[src/rtl/rob_inline_pkg.sv]
package rob_inline_pkg;

    // Per-slot status bits
    typedef struct packed {
        logic valid;
        logic done;
        logic exc;
        logic priv;
    } rob_flags_t;

    // Action resolved for a flagged head entry
    typedef enum logic [1:0] {
        ACT_NONE   = 2'd0,
        ACT_FLUSH  = 2'd1,
        ACT_INLINE = 2'd2
    } exc_act_e;

endpackage

[src/rtl/rob_entry_array.sv]
module rob_entry_array
    import rob_inline_pkg::*;
#(
    parameter int DEPTH = 16,
    parameter int PC_W  = 32,
    localparam int IDX_W = $clog2(DEPTH)
) (
    input  logic             clk,
    input  logic             rst_n,
    input  logic             flush_i,
    input  logic             alloc_en_i,
    input  logic [IDX_W-1:0] alloc_idx_i,
    input  logic [PC_W-1:0]  alloc_pc_i,
    input  logic             alloc_priv_i,
    input  logic             wb_en_i,
    input  logic [IDX_W-1:0] wb_idx_i,
    input  logic             wb_exc_i,
    input  logic             clr_en_i,
    input  logic [IDX_W-1:0] clr_idx_i,
    input  logic             replay_en_i,
    input  logic [IDX_W-1:0] replay_idx_i,
    input  logic [IDX_W-1:0] head_idx_i,
    input  logic [IDX_W-1:0] hptr_idx_i,
    output rob_flags_t       head_flags_o,
    output logic [PC_W-1:0]  head_pc_o,
    output rob_flags_t       hptr_flags_o,
    output logic [PC_W-1:0]  hptr_pc_o
);

    rob_flags_t      flags_w [DEPTH];
    logic [PC_W-1:0] pc_w    [DEPTH];

    for (genvar g = 0; g < DEPTH; g++) begin : g_slot
        rob_flags_t      f_d, f_q;
        logic [PC_W-1:0] pc_d, pc_q;

        always_comb begin
            f_d  = f_q;
            pc_d = pc_q;
            if (wb_en_i && wb_idx_i == IDX_W'(g) && f_q.valid) begin
                f_d.done = 1'b1;
                f_d.exc  = wb_exc_i;
            end
            if (replay_en_i && replay_idx_i == IDX_W'(g)) begin
                f_d.done = 1'b0;
                f_d.exc  = 1'b0;
            end
            if (clr_en_i && clr_idx_i == IDX_W'(g)) begin
                f_d.valid = 1'b0;
            end
            if (alloc_en_i && alloc_idx_i == IDX_W'(g)) begin
                f_d.valid = 1'b1;
                f_d.done  = 1'b0;
                f_d.exc   = 1'b0;
                f_d.priv  = alloc_priv_i;
                pc_d      = alloc_pc_i;
            end
            if (flush_i) begin
                f_d = '0;
            end
        end

        always_ff @(posedge clk) begin
            if (!rst_n) begin
                f_q  <= '0;
                pc_q <= '0;
            end else begin
                f_q  <= f_d;
                pc_q <= pc_d;
            end
        end

        assign flags_w[g] = f_q;
        assign pc_w[g]    = pc_q;
    end

    assign head_flags_o = flags_w[head_idx_i];
    assign head_pc_o    = pc_w[head_idx_i];
    assign hptr_flags_o = flags_w[hptr_idx_i];
    assign hptr_pc_o    = pc_w[hptr_idx_i];

endmodule

[src/rtl/rob_inline_ctrl.sv]
module rob_inline_ctrl
    import rob_inline_pkg::*;
#(
    parameter int DEPTH = 16,
    parameter int LEN_W = 4,
    localparam int IDX_W = $clog2(DEPTH),
    localparam int PTR_W = IDX_W + 1
) (
    input  logic             clk,
    input  logic             rst_n,
    input  logic             alloc_valid_i,
    input  logic             alloc_priv_i,
    input  logic             wb_valid_i,
    input  logic             wb_exc_i,
    input  logic             cmd_flush_i,
    input  logic             cmd_inline_i,
    input  logic [LEN_W-1:0] inline_len_i,
    input  logic             head_valid_i,
    input  logic             head_done_i,
    input  logic             head_exc_i,
    input  logic             hptr_valid_i,
    input  logic             hptr_done_i,
    input  logic             hptr_exc_i,
    output logic             alloc_ready_o,
    output logic             alloc_fire_o,
    output logic [IDX_W-1:0] tail_idx_o,
    output logic [IDX_W-1:0] head_idx_o,
    output logic [IDX_W-1:0] hptr_idx_o,
    output logic             commit_valid_o,
    output logic             commit_hdl_o,
    output logic             exc_valid_o,
    output logic             flush_o,
    output logic             replay_o,
    output logic             wb_en_o,
    output logic             inline_o,
    output logic [PTR_W-1:0] free_o
);

    typedef struct packed {
        logic [PTR_W-1:0] head;
        logic [PTR_W-1:0] tail;
        logic [PTR_W-1:0] hptr;
        logic             inl;
        logic [LEN_W-1:0] hc_rem;
        logic [LEN_W-1:0] ha_rem;
    } ctrl_st_t;

    ctrl_st_t         st_d, st_q;
    exc_act_e         act;
    logic [PTR_W-1:0] occ, free;
    logic             full, empty, head_live, exc_v, fits, wb_flush, flush;
    logic             alloc_ok, alloc_fire, commit_norm, commit_hdl, skip;

    always_comb begin
        occ       = st_q.tail - st_q.head;
        free      = PTR_W'(DEPTH) - occ;
        full      = (occ == PTR_W'(DEPTH));
        empty     = (occ == '0);
        head_live = !empty && head_valid_i;
        exc_v     = !st_q.inl && head_live && head_done_i && head_exc_i;
        fits      = (inline_len_i != '0) && (32'(inline_len_i) <= 32'(free));

        act = ACT_NONE;
        if (exc_v && cmd_flush_i) begin
            act = ACT_FLUSH;
        end else if (exc_v && cmd_inline_i) begin
            act = fits ? ACT_INLINE : ACT_FLUSH;
        end

        wb_flush = st_q.inl && wb_valid_i && wb_exc_i;
        flush    = (act == ACT_FLUSH) || wb_flush;

        alloc_ok = !full && (act == ACT_NONE) && !wb_flush &&
                   (!st_q.inl || (alloc_priv_i && st_q.ha_rem != '0));
        alloc_fire = alloc_valid_i && alloc_ok;

        commit_norm = !st_q.inl && head_live && head_done_i && !head_exc_i;
        commit_hdl  = st_q.inl && !wb_flush && (st_q.hptr != st_q.tail) &&
                      hptr_valid_i && hptr_done_i && !hptr_exc_i;
        skip        = !st_q.inl && !empty && !head_valid_i;

        st_d = st_q;
        if (alloc_fire) begin
            st_d.tail = st_q.tail + PTR_W'(1);
            if (st_q.inl) begin
                st_d.ha_rem = st_q.ha_rem - LEN_W'(1);
            end
        end
        if (commit_norm || skip) begin
            st_d.head = st_q.head + PTR_W'(1);
        end
        if (commit_hdl) begin
            st_d.hptr   = st_q.hptr + PTR_W'(1);
            st_d.hc_rem = st_q.hc_rem - LEN_W'(1);
            if (st_q.hc_rem == LEN_W'(1)) begin
                st_d.inl = 1'b0;
            end
        end
        if (act == ACT_INLINE) begin
            st_d.inl    = 1'b1;
            st_d.hptr   = st_q.tail;
            st_d.hc_rem = inline_len_i;
            st_d.ha_rem = inline_len_i;
        end
        if (flush) begin
            st_d = '0;
        end
    end

    always_ff @(posedge clk) begin
        if (!rst_n) begin
            st_q <= '0;
        end else begin
            st_q <= st_d;
        end
    end

    assign alloc_ready_o  = alloc_ok;
    assign alloc_fire_o   = alloc_fire;
    assign tail_idx_o     = st_q.tail[IDX_W-1:0];
    assign head_idx_o     = st_q.head[IDX_W-1:0];
    assign hptr_idx_o     = st_q.hptr[IDX_W-1:0];
    assign commit_valid_o = commit_norm || commit_hdl;
    assign commit_hdl_o   = commit_hdl;
    assign exc_valid_o    = exc_v;
    assign flush_o        = flush;
    assign replay_o       = (act == ACT_INLINE);
    assign wb_en_o        = wb_valid_i && !flush;
    assign inline_o       = st_q.inl;
    assign free_o         = free;

endmodule

[src/rtl/rob_inline.sv]
module rob_inline
    import rob_inline_pkg::*;
#(
    parameter int DEPTH = 16,
    parameter int PC_W  = 32,
    parameter int LEN_W = 4,
    localparam int IDX_W = $clog2(DEPTH),
    localparam int PTR_W = IDX_W + 1
) (
    input  logic             clk,
    input  logic             rst_n,
    input  logic             alloc_valid_i,
    input  logic [PC_W-1:0]  alloc_pc_i,
    input  logic             alloc_priv_i,
    output logic             alloc_ready_o,
    output logic [IDX_W-1:0] alloc_tag_o,
    input  logic             wb_valid_i,
    input  logic [IDX_W-1:0] wb_tag_i,
    input  logic             wb_exc_i,
    output logic             commit_valid_o,
    output logic [PC_W-1:0]  commit_pc_o,
    output logic             commit_priv_o,
    output logic             exc_valid_o,
    output logic [PC_W-1:0]  exc_pc_o,
    input  logic             cmd_flush_i,
    input  logic             cmd_inline_i,
    input  logic [LEN_W-1:0] inline_len_i,
    output logic             inline_o,
    output logic [PTR_W-1:0] free_o
);

    rob_flags_t       head_flags, hptr_flags;
    logic [PC_W-1:0]  head_pc, hptr_pc;
    logic [IDX_W-1:0] tail_idx, head_idx, hptr_idx, clr_idx;
    logic             alloc_fire, commit_v, commit_hdl, flush, replay, wb_en;

    rob_inline_ctrl #(
        .DEPTH (DEPTH),
        .LEN_W (LEN_W)
    ) ctrl_i (
        .clk            (clk),
        .rst_n          (rst_n),
        .alloc_valid_i  (alloc_valid_i),
        .alloc_priv_i   (alloc_priv_i),
        .wb_valid_i     (wb_valid_i),
        .wb_exc_i       (wb_exc_i),
        .cmd_flush_i    (cmd_flush_i),
        .cmd_inline_i   (cmd_inline_i),
        .inline_len_i   (inline_len_i),
        .head_valid_i   (head_flags.valid),
        .head_done_i    (head_flags.done),
        .head_exc_i     (head_flags.exc),
        .hptr_valid_i   (hptr_flags.valid),
        .hptr_done_i    (hptr_flags.done),
        .hptr_exc_i     (hptr_flags.exc),
        .alloc_ready_o  (alloc_ready_o),
        .alloc_fire_o   (alloc_fire),
        .tail_idx_o     (tail_idx),
        .head_idx_o     (head_idx),
        .hptr_idx_o     (hptr_idx),
        .commit_valid_o (commit_v),
        .commit_hdl_o   (commit_hdl),
        .exc_valid_o    (exc_valid_o),
        .flush_o        (flush),
        .replay_o       (replay),
        .wb_en_o        (wb_en),
        .inline_o       (inline_o),
        .free_o         (free_o)
    );

    assign clr_idx = commit_hdl ? hptr_idx : head_idx;

    rob_entry_array #(
        .DEPTH (DEPTH),
        .PC_W  (PC_W)
    ) store_i (
        .clk          (clk),
        .rst_n        (rst_n),
        .flush_i      (flush),
        .alloc_en_i   (alloc_fire),
        .alloc_idx_i  (tail_idx),
        .alloc_pc_i   (alloc_pc_i),
        .alloc_priv_i (alloc_priv_i),
        .wb_en_i      (wb_en),
        .wb_idx_i     (wb_tag_i),
        .wb_exc_i     (wb_exc_i),
        .clr_en_i     (commit_v),
        .clr_idx_i    (clr_idx),
        .replay_en_i  (replay),
        .replay_idx_i (head_idx),
        .head_idx_i   (head_idx),
        .hptr_idx_i   (hptr_idx),
        .head_flags_o (head_flags),
        .head_pc_o    (head_pc),
        .hptr_flags_o (hptr_flags),
        .hptr_pc_o    (hptr_pc)
    );

    assign alloc_tag_o    = tail_idx;
    assign commit_valid_o = commit_v;
    assign commit_pc_o    = commit_hdl ? hptr_pc : head_pc;
    assign commit_priv_o  = commit_hdl ? hptr_flags.priv : head_flags.priv;
    assign exc_pc_o       = head_pc;

endmodule

[config.mk]
export PLATFORM = sky130hd
export DESIGN_NAME = rob_inline
export DESIGN_NICKNAME = d
export VERILOG_FILES = /design/src/rtl/rob_inline_pkg.sv /design/src/rtl/rob_entry_array.sv /design/src/rtl/rob_inline_ctrl.sv /design/src/rtl/rob_inline.sv
export SDC_FILE = /design/constraint.sdc
export NUM_CORES = 2
export LEC_CHECK = 0
export ABC_CLOCK_PERIOD_IN_PS = 10300
export BUFFER_PORTS_ARGS = -buffer_cell sky130_fd_sc_hd__buf_2
export CAP_MARGIN = 20
export CORE_MARGIN = 4
export CORE_UTILIZATION = 30
export DETAILED_ROUTE_END_ITERATION = 8
export HOLD_SLACK_MARGIN = 0.03
export PLACE_DENSITY_LB_ADDON = 0.3
export SYNTH_ARGS = -nofsm -noshare
export SYNTH_HDL_FRONTEND = slang
export SYNTH_SLANG_ARGS = --single-unit
[constraint.sdc]
create_clock -name clk -period 10.3 [get_ports clk]
set_input_delay 1.03 -clock clk [delete_from_list [all_inputs] [get_ports clk]]
set_output_delay 1.03 -clock clk [all_outputs]
set_load 0.02 [all_outputs]
Word level (Yosys, flattened, before mapping) --
Cells that the tools add are included.
Storage, ports and cells: register bits 600, bits of input ports 48, output and inout port bits 78, logic and storage cells 413
Operators by class: add/sub/neg operators 7, order comparisons 3, equality and inequality tests 65, mux-type cells 87, bitwise logic cells 3, reduce and logical (&&, ||, !) cells 162
Operator list (count):
- $bmux 32 s4 | 2
- $mux 32 | 5
- $eq 4x4->1 const B | 32
- $logic_and 1x1->1 | 103
- $mux 4 | 23
- $mux 2 | 35
- $eq 4x3->1 const B | 16
- $reduce_or 4->1 | 16
- $reduce_bool 2->1 | 20
- $bmux 4 s4 | 2
- $eq 4x2->1 const B | 8
- $eq 4x1->1 const B | 5
- $mux 1 | 18
- $logic_not 4->1 | 4
- $add 5x1->5 const B | 3
- $mux 14 | 1
- $ge 5x5->1 const B | 2
- $mux 10 | 1
- $not 4->5 | 2
- $logic_not 1->1 | 8
- $reduce_bool 4->1 | 2
- $sub 4x1->4 const B | 2
- $eq 5x5->1 const B | 1
- $le 4x5->1 | 1
- 11 further kinds | 15

Longest topological paths before layout --
depth after elaboration 20, mapped depth 22, depth with buffers taken out 17

Hierarchy --
Synthesis repeated with hierarchy kept, for this count alone.
Second synthesis, totals: cells, all modules 3627, area total of the unflattened synthesis 34531.9 µm²
By module, submodules not included:
- rob_entry_array | instances 1, cells each 3351, area each 31885.6 µm², sequential area each 11531.1 µm²
- rob_inline_ctrl | instances 1, cells each 235, area each 2045.7 µm², sequential area each 480.5 µm²
- rob_inline | instances 1, cells each 41, area each 600.6 µm², sequential area each 0.0 µm²

Worst setup path after synthesis --
Ideal clock, no wire load.
path type reg2out, start register ctrl_i.st_q (netlist bit ctrl_i.head_idx_o[1]), end output port alloc_ready_o, arrival 4.342 ns, data required time 9.270 ns, path slack 4.928 ns, stages on the path, launching flop included 19, path buffers 6, cell sequence dfxtp_1 -> buf_4 -> buf_2 -> buf_2 -> clkbuf_1 -> buf_1 -> inv_1 -> fa_1 -> inv_1 -> ha_1 -> nand2_1 -> nor2_1 -> ha_1 -> a311o_1 -> a2111o_1 -> nand3b_4 -> o21ai_4 -> buf_6 -> inv_1
Between the ends: cells in the longest elaborated chain, start to end 15, elaborated cells between the ends (all ways) 25, those cells by class add/sub: 2; order compare: 1; eq/ne: 1; mux: 6; bitwise: 1; reduce/logical: 14
RTL lines:
- from (decl) | RTL line rob_inline_ctrl.sv:48 | ctrl_st_t st_d, st_q;
- from (signal assigned) | RTL line rob_inline_ctrl.sv:114 | st_q <= st_d;
- branches (longest 12 deep; another with $sub 5x5->5)
- $logic_and 1x1->1 (*) (3 in series) | RTL line rob_inline_ctrl.sv:73 | alloc_ok = !full && (act == ACT_NONE) && !wb_flush &&
- to (decl) | RTL line rob_inline.sv:15 | output logic alloc_ready_o,
Mark *: on every way between the ends. The select of a mux whose other input is x is not followed.

Worst setup path in the final report --
start register ctrl_i.st_q (netlist bit ctrl_i.head_idx_o[0]), end output port alloc_ready_o
Same word-level chain as after synthesis.

==> impl_results.md <==
* Avg Inst Size Synth at 9.704 um^2
* Final ANT Viol Nets at 0
* Row cnt at 120
* Die width at 337.0 um
* Initial Util at 30.30%
* Worst Hold Class: flip-flop to flip-flop
* DR iter-0 viols at 2,425
* Required time worst endpoint at 9.27 ns
* DP Area at 33,790 um^2
* Total gr overflow at 0
* Critical path class: flip-flop to output pin
* CP Capture Type: output pin
* Die height at 337.0 um
* RSZ-0062 raised after global routing: false
* Fraction of layout cells with a size suffix above 1 at a little over a fifth
* Final slew viol count at 0
* Initial antenna violation count at 17
* Power per Cell Area at 181.8 nW/um^2
* Worst Min Path Start: store_i.g_slot[10].pc_q[9]
* Predominant post-synthesis flop cell: dfxtp_1
* Worst Hold Endpoint: store_i.g_slot[10].pc_q[9]
* Port Buf Inserts at 125
* Final Hold Fails at 0
* Worst flop-to-flop path endpoint: store_i.flags_w[58]
* Resize count post-CTS at 0
* Commonest non-fill, non-tap cell in the layout: nand2_1
* R2R setup slack at a little under 5 ns
* CP cell instances: ha_1 > inv_1 > fa_1 > inv_1 > ha_1 > nand2_1 > nor2_1 > ha_1 > a311o_1 > a2111o_1 > nand3b_4 > o21ai_4 > buf_4 > inv_1 > buf_2
* Cell area after synthesis at 32,480 um^2
* DR vias/cell at 5.416
* Seq/Total Area, Yosys at 36.98%
* Layout area overhead at 11.41%
* Critical Path AT at between 4 and 5 ns
* Vias in the first global route at 24,660
* Setup crit start kind: flip-flop
* YS warnings at 0
* Reg clk slew, reported paths at 0.06 ns
* Final HPWL DP at 61,740 um
* Critical path startpoint: ctrl_i.head_idx_o[0]
* Reg2reg path depth at 17
* Cells after Synth at 3,347
* GP Congestion at 0.8050
* Max VDD drop at 0.1936 mV
* Die footprint at 113,600 um^2
* GRT Resource Usage Total at 19.23%
* First-pass GRT wire length at between 150,000 and 200,000 um
* Hold depth at 2
* Yosys reg bits at 600
* Post-route DRC at 0
* Vias at 25,500
* H-tree depth at 3
* Ports at 126
* Syn Nets at 3,419
* WL/cell at around 24 um
* Crit Path Max Fanout at 40
* Clock Path Buffers at 3
* Period minus WS final at 5.921 ns
* Worst skew pair latency at 0.63 ns
* Max Freq at 168.9 MHz
* Root Buffer: clkbuf_16
* Layout net count at between 3,000 and 4,000
* Asr flop ratio synth at 0%
* Post-synth EDFFs at 0
* Slew margin rel. at between 5 and 6%
* CTS tree: built
* Setup Fix Bufs, Post-CTS at 0
* Drt pass-1 iters at 5
* CP max stage delay at 0.90 ns
* Status: complete, no violations
* CTS Hold Bufs at 0
* Library cells used by synthesis at 63
* Post-route cell area at approximately 36,000 um^2
* Core Box Area at approximately 110,000 um^2
* Largest net degree at the start of global routing at 259
* Clock Sinks at 600
* Slew @ Worst Pin at between 1 and 1.5 ns
* Period utilization at between 50 and 60%
* Endpoints failing setup at 0
* Fin Clk Skew at roughly 0.028 ns
* RR Startpoint: ctrl_i.head_idx_o[0]
* Max-cap violations at 0
* Drt total wl at approximately 110,000 um
* Leak at approximately 12 nW
* Setup tns final at 0 ns
* Slowest cell on crit path: dfxtp_4
* Most frequent cells in the layout: 1,080 x nand2_1, 593 x dfxtp_1, 460 x a21boi_1
* TritonCTS Buffers at 69
-- area by class of cell --
type / instances / area (um^2)
tap: 1403 / 1755
fill: 10880 / 71020
inverter: 42 / 160.2
sequential: 600 / 12040
antenna: 10 / 25.02
timing repair buffer: 173 / 1079
multi-input combinational: 2355 / 18790
clock inverter: 26 / 311.5
clock buffer: 100 / 2028
-- worst max path at each step --
stage                                endpoint  slack [ns]
final                           alloc_ready_o        4.38
after global routing            alloc_ready_o        4.05
after floorplan                 alloc_ready_o        4.93
after detailed placement  store_i.flags_w[58]        4.82
after global placement    store_i.flags_w[44]        4.81
after CTS                       alloc_ready_o        4.27
-- layer usage --
layer | global-route usage (%) | up-vias | share of wire [%]
met4 | 7.361 | 8 | 3.3
met1 | 25.64 | 12840 | 43
met2 | 31.11 | 868 | 47
met3 | 3.483 | 199 | 6.7
met5 | 0 | - | 0.051
li1 | - | 11590 | -
-- sequential cells by signal (all words and copies together), names as in the netlist --
name                 cells
ctrl_i.tail_idx_o        4
ctrl_i.inline_o          1
ctrl_i.st_q             11
ctrl_i.head_idx_o        4
store_i.flags_w         64
store_i.g_slot.pc_q    512
ctrl_i.hptr_idx_o        4
-- through the flow --
stage	power, mW	cells	worst slack [ns]	util [%]	hold slack (ns)
after floorplan	3.576	3347	4.928	-	0.4292
after global routing	6.835	4702	4.054	33.74	0.4740
final	6.578	4709	4.379	33.75	0.4622
after global placement	4.058	4571	4.806	31.50	0.4477
after detailed placement	4.063	4572	4.821	31.52	0.4520
after CTS	6.648	4698	4.266	33.71	0.4607
-- logic make-up (layout without fill, tap and decap cells) --
family / Yosys count / after routing / share of synthesized area (%)
xor+xnor: 19 / 19 / 0.5124
buf+inv: 392 / 341 / 5.366
flops: 600 / 600 / 36.98
other cells: 0 / 10 / 0
simple gates: 1273 / 1273 / 16.40
compound gates: 640 / 640 / 14.22
mux: 399 / 399 / 25.56
fa+ha+maj: 24 / 24 / 0.9477
-- critical path, delay by kind of cell, from the launching register on --
family,cells,cell delay [ns]
compound gates,3,0.86
fa+ha+maj,4,1.18
buf+inv,5,0.98
flops,1,0.90
simple gates,3,0.32
-- power by group --
| part | internal [mW] | switching [mW] | leakage, nW |
|---|---|---|---|
| Clock | 1.53 | 1.06 | 1.15 |
| Combinational | 0.579 | 0.904 | 5.79 |
| Sequential | 2.39 | 0.127 | 4.84 |
-- synthesized netlist by cell type (all sizes together), types with 3 or more instances --
library cell  instances  area (um^2)
nor3b                 5        37.54
o21ai                24        131.4
o211ai                3        22.52
inv                  42        157.7
mux4                341         7680
or4                   5        37.54
and4b                 5        50.05
or3                  14        87.58
nand2b                3        18.77
clkbuf              200        750.7
and2                  3        18.77
xnor2                12        105.1
a21boi              512         3844
xor2                  7        61.31
mux2i                24        240.2
nand4b                3        26.28
nand3b                3        35.03
nor4                 11        135.1
a21oi                64        320.3
nor4bb                4        40.04
nor2b                 7        43.79
ha                   23        287.8
buf                 150        834.5
a31oi                 7        43.79
nand4                16        100.1
nand3                33        165.2
dfxtp               600        12010
a221oi                3        26.28
and3                  4        25.02
nand2              1080         4054
mux2                 34        382.9
nor3                 22        214.0
nor2                 48        180.2
a22oi                 5        37.54
No activity file was read; power rests on OpenSTA's default activity.
